--- src/rtl/lvds7_pkg.sv ---
// Shared defaults and helpers for the seven-to-one deserializer.
// Assumes: nothing beyond IEEE 1800-2017 constant functions.
package lvds7_pkg;
    localparam int DFLT_LANES = 3;
    localparam int DFLT_BITS  = 7;
    localparam int HOLD_WORDS = 2;

    // Width of a counter that must hold values up to bits+1.
    function automatic int fill_width(input int bits);
        return $clog2(bits + 2);
    endfunction

    // Width of a window offset into a two-frame history.
    function automatic int offset_width(input int bits);
        return $clog2(bits + 1);
    endfunction
endpackage

--- src/rtl/lvds7_ddr_capture.sv ---
// Double-edge input capture for a group of serial pins.
// Each pin is sampled on the rising edge into early_bit and on the
// falling edge into late_bit. At the next rising edge the pair
// {early_bit, late_bit} holds two consecutive serial bits, earliest first.
// Assumes: pins are stable around both edges of clk.
module lvds7_ddr_capture #(
    parameter int WIDTH = 4
) (
    input  logic             clk,
    input  logic             rst_n,
    input  logic [WIDTH-1:0] pins,
    output logic [WIDTH-1:0] early_bit,
    output logic [WIDTH-1:0] late_bit
);
    genvar g;
    generate
        for (g = 0; g < WIDTH; g++) begin : g_pin
            // Rising-edge sample of one pin.
            always_ff @(posedge clk) begin
                if (!rst_n) early_bit[g] <= 1'b0;
                else        early_bit[g] <= pins[g];
            end

            // Falling-edge sample of the same pin.
            always_ff @(negedge clk) begin
                if (!rst_n) late_bit[g] <= 1'b0;
                else        late_bit[g] <= pins[g];
            end
        end
    endgenerate
endmodule

--- src/rtl/lvds7_lane_history.sv ---
// Per-lane shift history, two frames deep, with window extraction.
// Two bits enter per cycle; the newest sits at bit 0. The window
// returned is taken from the history as it will look after this
// cycle's shift, so the caller can register it on the same edge.
// Window field of lane l sits at [l*BITS +: BITS], oldest bit at MSB.
// Assumes: offset + BITS never exceeds the history depth.
module lvds7_lane_history #(
    parameter int LANES = 3,
    parameter int BITS  = 7,
    parameter int OW    = 3
) (
    input  logic                  clk,
    input  logic                  rst_n,
    input  logic [LANES-1:0]      early_bit,
    input  logic [LANES-1:0]      late_bit,
    input  logic [OW-1:0]         offset,
    output logic [LANES*BITS-1:0] window
);
    localparam int DEPTH = 2 * BITS;

    genvar g;
    generate
        for (g = 0; g < LANES; g++) begin : g_lane
            logic [DEPTH-1:0] hist_q;
            logic [DEPTH-1:0] hist_n;

            // Next history: shift in the earlier bit, then the later one.
            always_comb hist_n = {hist_q[DEPTH-3:0], early_bit[g], late_bit[g]};

            // History register.
            always_ff @(posedge clk) begin
                if (!rst_n) hist_q <= '0;
                else        hist_q <= hist_n;
            end

            // Select this lane's frame window, first-received bit on top.
            always_comb window[g*BITS +: BITS] = hist_n[offset +: BITS];
        end
    endgenerate
endmodule

--- src/rtl/lvds7_boundary_track.sv ---
// Frame-boundary tracker. Before lock it watches the frame-clock lane
// for a 0-to-1 step between consecutive serial bits. After lock it
// counts the bits that lie beyond the last frame end. When that count
// reaches BITS a frame is complete, and the excess gives the window
// offset (0 or 1, alternating with the edge parity). Each bitslip
// cycle counts one bit fewer, which discards one serial bit.
// Assumes: the frame lane is low for at least one bit before its first rise.
module lvds7_boundary_track
    import lvds7_pkg::*;
#(
    parameter int BITS = 7,
    parameter int FW   = 4,
    parameter int OW   = 3
) (
    input  logic          clk,
    input  logic          rst_n,
    input  logic          frm_early,
    input  logic          frm_late,
    input  logic          slip,
    output logic          emit,
    output logic          present,
    output logic [OW-1:0] offset,
    output logic          locked
);
    localparam int HW = $clog2(HOLD_WORDS + 1);

    logic [FW-1:0] fill_q;
    logic [FW-1:0] fill_sum;
    logic [HW-1:0] hold_q;
    logic          prev_q;

    // Bits beyond the last frame end once this cycle's pair is in.
    always_comb begin
        fill_sum = fill_q + FW'(2) - FW'(slip);
        emit     = locked && (fill_sum >= FW'(BITS));
        offset   = OW'(fill_sum - FW'(BITS));
        present  = emit && (hold_q == '0);
    end

    // Lock search, bit accounting and hold-off after lock.
    always_ff @(posedge clk) begin
        if (!rst_n) begin
            locked <= 1'b0;
            fill_q <= '0;
            hold_q <= HW'(HOLD_WORDS);
            prev_q <= 1'b0;
        end else begin
            prev_q <= frm_late;
            if (!locked) begin
                if (!prev_q && frm_early) begin
                    locked <= 1'b1;
                    fill_q <= FW'(2);
                end else if (!frm_early && frm_late) begin
                    locked <= 1'b1;
                    fill_q <= FW'(1);
                end
            end else begin
                fill_q <= emit ? (fill_sum - FW'(BITS)) : fill_sum;
                if (emit && hold_q != '0) hold_q <= hold_q - HW'(1);
            end
        end
    end

    // after a frame is taken, fewer than BITS bits remain pending.
    a_r3_fill_bound: assert property (@(posedge clk) disable iff (!rst_n)
        locked |-> (fill_q < FW'(BITS)));

    // a completed frame ends on the newest or the second-newest bit.
    a_r3_offset_parity: assert property (@(posedge clk) disable iff (!rst_n)
        emit |-> (offset <= OW'(1)));
endmodule

--- src/rtl/lvds7_deser.sv ---
// Top of the seven-to-one double-edge deserializer. Data lanes and the
// frame clock share one capture stage. Data lanes feed the history and
// window logic, and the frame lane feeds the boundary tracker. The word
// and its strobe are registered on the edge that completes a frame.
// Assumes: clk is phase-aligned to the incoming frame clock.
module lvds7_deser
    import lvds7_pkg::*;
#(
    parameter int LANES = DFLT_LANES,
    parameter int BITS  = DFLT_BITS
) (
    input  logic                  clk,
    input  logic                  rst_n,
    input  logic [LANES-1:0]      lane_in,
    input  logic                  frame_in,
    input  logic                  bitslip,
    output logic [LANES*BITS-1:0] word_out,
    output logic                  word_valid
);
    localparam int FW = fill_width(BITS);
    localparam int OW = offset_width(BITS);

    logic [LANES:0]          early_bit;
    logic [LANES:0]          late_bit;
    logic [LANES*BITS-1:0]   window;
    logic [OW-1:0]           offset;
    logic                    emit;
    logic                    present;
    logic                    trk_locked;

    lvds7_ddr_capture #(.WIDTH(LANES + 1)) u_capture (
        .clk      (clk),
        .rst_n    (rst_n),
        .pins     ({frame_in, lane_in}),
        .early_bit(early_bit),
        .late_bit (late_bit)
    );

    lvds7_lane_history #(.LANES(LANES), .BITS(BITS), .OW(OW)) u_history (
        .clk      (clk),
        .rst_n    (rst_n),
        .early_bit(early_bit[LANES-1:0]),
        .late_bit (late_bit[LANES-1:0]),
        .offset   (offset),
        .window   (window)
    );

    lvds7_boundary_track #(.BITS(BITS), .FW(FW), .OW(OW)) u_track (
        .clk      (clk),
        .rst_n    (rst_n),
        .frm_early(early_bit[LANES]),
        .frm_late (late_bit[LANES]),
        .slip     (bitslip),
        .emit     (emit),
        .present  (present),
        .offset   (offset),
        .locked   (trk_locked)
    );

    // Output word register and strobe.
    always_ff @(posedge clk) begin
        if (!rst_n) begin
            word_out   <= '0;
            word_valid <= 1'b0;
        end else begin
            word_valid <= present;
            if (present) word_out <= window;
        end
    end

    // the strobe lasts a single cycle per frame.
    a_r6_valid_single: assert property (@(posedge clk) disable iff (!rst_n)
        word_valid |=> !word_valid);

    // a word can only appear once the boundary is locked.
    a_r5_valid_locked: assert property (@(posedge clk) disable iff (!rst_n)
        word_valid |-> trk_locked);

    // the outputs stay cleared until the link locks.
    a_r9_quiet_unlocked: assert property (@(posedge clk) disable iff (!rst_n)
        !trk_locked |-> (word_out == '0 && !word_valid));
endmodule

--- config.mk ---
export PLATFORM = sky130hd
export DESIGN_NAME = lvds7_deser
export DESIGN_NICKNAME = d
export VERILOG_FILES = /design/src/rtl/lvds7_pkg.sv /design/src/rtl/lvds7_ddr_capture.sv /design/src/rtl/lvds7_lane_history.sv /design/src/rtl/lvds7_boundary_track.sv /design/src/rtl/lvds7_deser.sv
export SDC_FILE = /design/constraint.sdc
export NUM_CORES = 1
export LEC_CHECK = 0
export CAP_MARGIN = 20
export CORE_UTILIZATION = 50
export CTS_CLUSTER_DIAMETER = 60
export DETAILED_ROUTE_END_ITERATION = 8
export MAX_ROUTING_LAYER = met4
export PLACE_DENSITY = 0.79
export SYNTH_ARGS = -nofsm -noshare
export SYNTH_HDL_FRONTEND = slang
export SYNTH_SLANG_ARGS = --single-unit
export TNS_END_PERCENT = 5
--- constraint.sdc ---
create_clock -name clk -period 3.9 [get_ports clk]
set_clock_uncertainty 0.05 [all_clocks]
set_input_delay 0.78 -clock clk [delete_from_list [all_inputs] [get_ports clk]]
set_output_delay 0.78 -clock clk [all_outputs]
set_load 0.1 [all_outputs]
==> results.sh <==
export IMPL_final_cell_mix="74 x dfxtp_1, 43 x nand2_1, 41 x and2_1"
export IMPL_power_frac_seq_pct=45.0
export IMPL_syn_inst=317
export IMPL_critical_path_class="input pin to flip-flop"
export IMPL_vdd_drop_max_uv=226.3
export IMPL_dieArea_sq_um=7145
export IMPL_wl_per_cell_microns=15.68
export IMPL_clk_latency_ns=0.39
export IMPL_tightest_slew_ns=0.9720
export IMPL_rrSetupSlack_ns=0.76
export IMPL_syn_avg_cell_area_sq_um=10.74
export IMPL_numCtsBuffers=9
export IMPL_ys_async_sr_fraction_pct=0
export IMPL_ys_seq_area_share_pct=43.50
export IMPL_reg2reg_to="word_out[0]"
export IMPL_nets=359
export IMPL_synth_seq_cells=74
export IMPL_postCtsResizedCells=0
export IMPL_cts_tree="done"
export IMPL_post_cts_setup_buffer_count=0
export IMPL_drcViolationCount=4
export IMPL_ant_nets=0
export IMPL_setup_tns_ns=0
export IMPL_status="finished, violations left"
export IMPL_p_clk_share_pct=31.7
export IMPL_io_pins=29
export IMPL_power_density_nw_per_um2=444.4
export IMPL_place_gp_congestion=0.8355
export IMPL_drt_iter0_markers=203
export IMPL_ys_types=36
export IMPL_setup_ws_ns=0.5639
export IMPL_crit_path_top_delay_cell="clkdlybuf4s50_1"
export IMPL_port_buffers=28
export IMPL_final_cells=429
export IMPL_synthFlopType="dfxtp_1"
export IMPL_worstPathArrival_ns=1.61
export IMPL_cp_cell_sequence="clkdlybuf4s50_1 -> and2_1"
export IMPL_hold_viol_final=0
export IMPL_final_max_slew_viol_count=0
export IMPL_yosys_warnings=0
export IMPL_dp_cells=409
export IMPL_syn_cell_area_sq_um=3406
export IMPL_cts_root_buf="clkbuf_8"
export IMPL_grt_overflow=0
export IMPL_syn2layout_area_growth_pct=15.83
export IMPL_intPower_mw=1.228
export IMPL_setup_viol=0
export IMPL_start_util_pct=52.73
export IMPL_final_common_cell="dfxtp_1"
export IMPL_violations="DRC"
export IMPL_grt_pass1_vias=2278
export IMPL_htree_levels=3
export IMPL_p_leak_nw=1.506
export IMPL_slew_headroom_pct=35.00
export IMPL_vias=2450
export IMPL_hold_path_endpoint="u_track.fill_q[0]"
export IMPL_gr_usage_all_layers_pct=21.19
export IMPL_die_y_microns=84.53
export IMPL_hold_depth=2
export IMPL_hold_buffers=0
export IMPL_start_kind="input pin"
export IMPL_synth_edf_count=0
export IMPL_grt_max_degree=53
export IMPL_dr_pass1_iters=6
export IMPL_comb_power_share_pct=23.3
export IMPL_min_delay_start="u_track.fill_q[0]"
export IMPL_wirelength_microns=6727
export IMPL_antenna_found_initial=0
export IMPL_cpPeakStageDelay_ns=0.57
export IMPL_dieWidth_microns=84.53
export IMPL_hold_class="flip-flop to flip-flop"
export IMPL_crit_fanout=7
export IMPL_utilization_pct=61.08
export IMPL_syn_num_nets=329
export IMPL_cts_sinks=74
export IMPL_r2r_cells=3
export IMPL_detailed_place_hpwl_microns=4693
export IMPL_critical_path_top_delay_family="buffers and inverters"
export IMPL_vias_per_cell=5.711
export IMPL_grt_pass1_wl_microns=11180
export IMPL_p_sw_mw=0.5253
export IMPL_cp_num_buf_inv=1
export IMPL_cts_reportedPaths_clkPinSlew_ns=0.07
export IMPL_switching_share_pct=29.96
export IMPL_drv_cap=0
export IMPL_drive_above_1_share_pct=19.03
export IMPL_diodes=0
export IMPL_row_count=29
export IMPL_reg2reg_from="u_capture.late_bit[0]"
export IMPL_cp_data_required_time_ns=2.17
export IMPL_cts_path_max_buffers=2
export IMPL_pre_cts_slack_ns=0.1467
export IMPL_rsz0062_at_grt="no"
export IMPL_end_kind="flip-flop"
export IMPL_core_sq_um=6459
==> logic make-up after synthesis <==
family | Yosys count | share of synthesized area, %
simple gates | 100 | 14.77
flops | 74 | 43.50
compound gates | 60 | 11.02
mux | 40 | 22.12
buf+inv | 33 | 4.592
xor+xnor | 5 | 2.168
fa+ha+maj | 5 | 1.837
==> power by group through the flow <==
| stage | Sequential (mW) | Combinational [mW] | Clock [mW] |
|---|---|---|---|
| 2_1_floorplan | 0.802 | 0.328 | 0.00798 |
| 3_3_place_gp | 0.804 | 0.390 | 0.00798 |
| 3_5_place_dp | 0.805 | 0.401 | 0.00798 |
| 4_1_cts | 0.788 | 0.402 | 0.565 |
| 5_1_grt | 0.791 | 0.441 | 0.607 |
| 6_report | 0.789 | 0.408 | 0.556 |
==> metal layers <==
| layer | share of wire (%) | track usage, % | vias up |
|---|---|---|---|
| met2 | 44 | 30.01 | 74 |
| met5 | 0 | - | - |
| met3 | 5.5 | 4.523 | 12 |
| met4 | 2.1 | 9.245 | 0 |
| met1 | 49 | 29.32 | 1164 |
| li1 | - | - | 1200 |
==> worst max path at each step <==
stage / depth (start not counted) / end / start / slack, ns
floorplan: 2 / u_capture.late_bit[3] / rst_n / 0.69
global route: 10 / word_out[3] / bitslip / 0.54
detailed placement: 9 / word_out[17] / bitslip / 0.15
finish: 2 / u_capture.late_bit[3] / rst_n / 0.56
global placement: 2 / u_capture.late_bit[3] / rst_n / 0.20
CTS: 9 / word_out[17] / bitslip / 0.52
==> per-stage QoR <==
| step | power (mW) | hold WS [ns] | cell area [sq um] |
|---|---|---|---|
| after floorplan | 1.139 | 0.3930 | 3406 |
| after global placement | 1.202 | 0.4147 | 3742 |
| after detailed placement | 1.214 | 0.4177 | 3742 |
| after CTS | 1.755 | 0.4286 | 3934 |
| after global routing | 1.840 | 0.4579 | 3945 |
| final | 1.753 | 0.4224 | 3945 |
==> sequential cells by signal, summed over array words and instances (netlist names) <==
register / cells
u_history.g_lane.hist_q: 36
word_out: 21
u_capture.early_bit: 4
u_capture.late_bit: 4
u_track.fill_q: 4
u_track.hold_q: 2
u_track.locked: 1
u_track.prev_q: 1
word_valid: 1
==> layout make-up <==
| type | instances | area, sq um |
|---|---|---|
| inverters | 8 | 30.03 |
| clock buffers | 12 | 155.1 |
| multi-input cells | 210 | 1768 |
| well taps | 77 | 96.34 |
| repair buffers | 40 | 374.1 |
| flip-flops and latches | 74 | 1481 |
| clock inverters | 8 | 40.04 |
| fillers | 543 | 2514 |
==> synthesized netlist by cell type, types with 3 or more instances <==
cell | number | area (sq um)
o21ai_0 | 10 | 50.05
nand3_1 | 4 | 20.02
dfxtp_1 | 74 | 1481
nand2_1 | 43 | 161.4
a21oi_1 | 4 | 20.02
ha_1 | 5 | 62.56
mux2_1 | 4 | 45.04
clkbuf_1 | 9 | 33.78
buf_4 | 3 | 22.52
and2_1 | 41 | 256.5
o22ai_1 | 7 | 43.79
mux2_2 | 8 | 90.09
a31oi_1 | 18 | 112.6
mux4_2 | 27 | 608.1
nor2_1 | 4 | 15.01
buf_2 | 11 | 55.05
o21ai_1 | 13 | 65.06
inv_1 | 9 | 33.78
No activity file was read; power rests on OpenSTA's default activity.
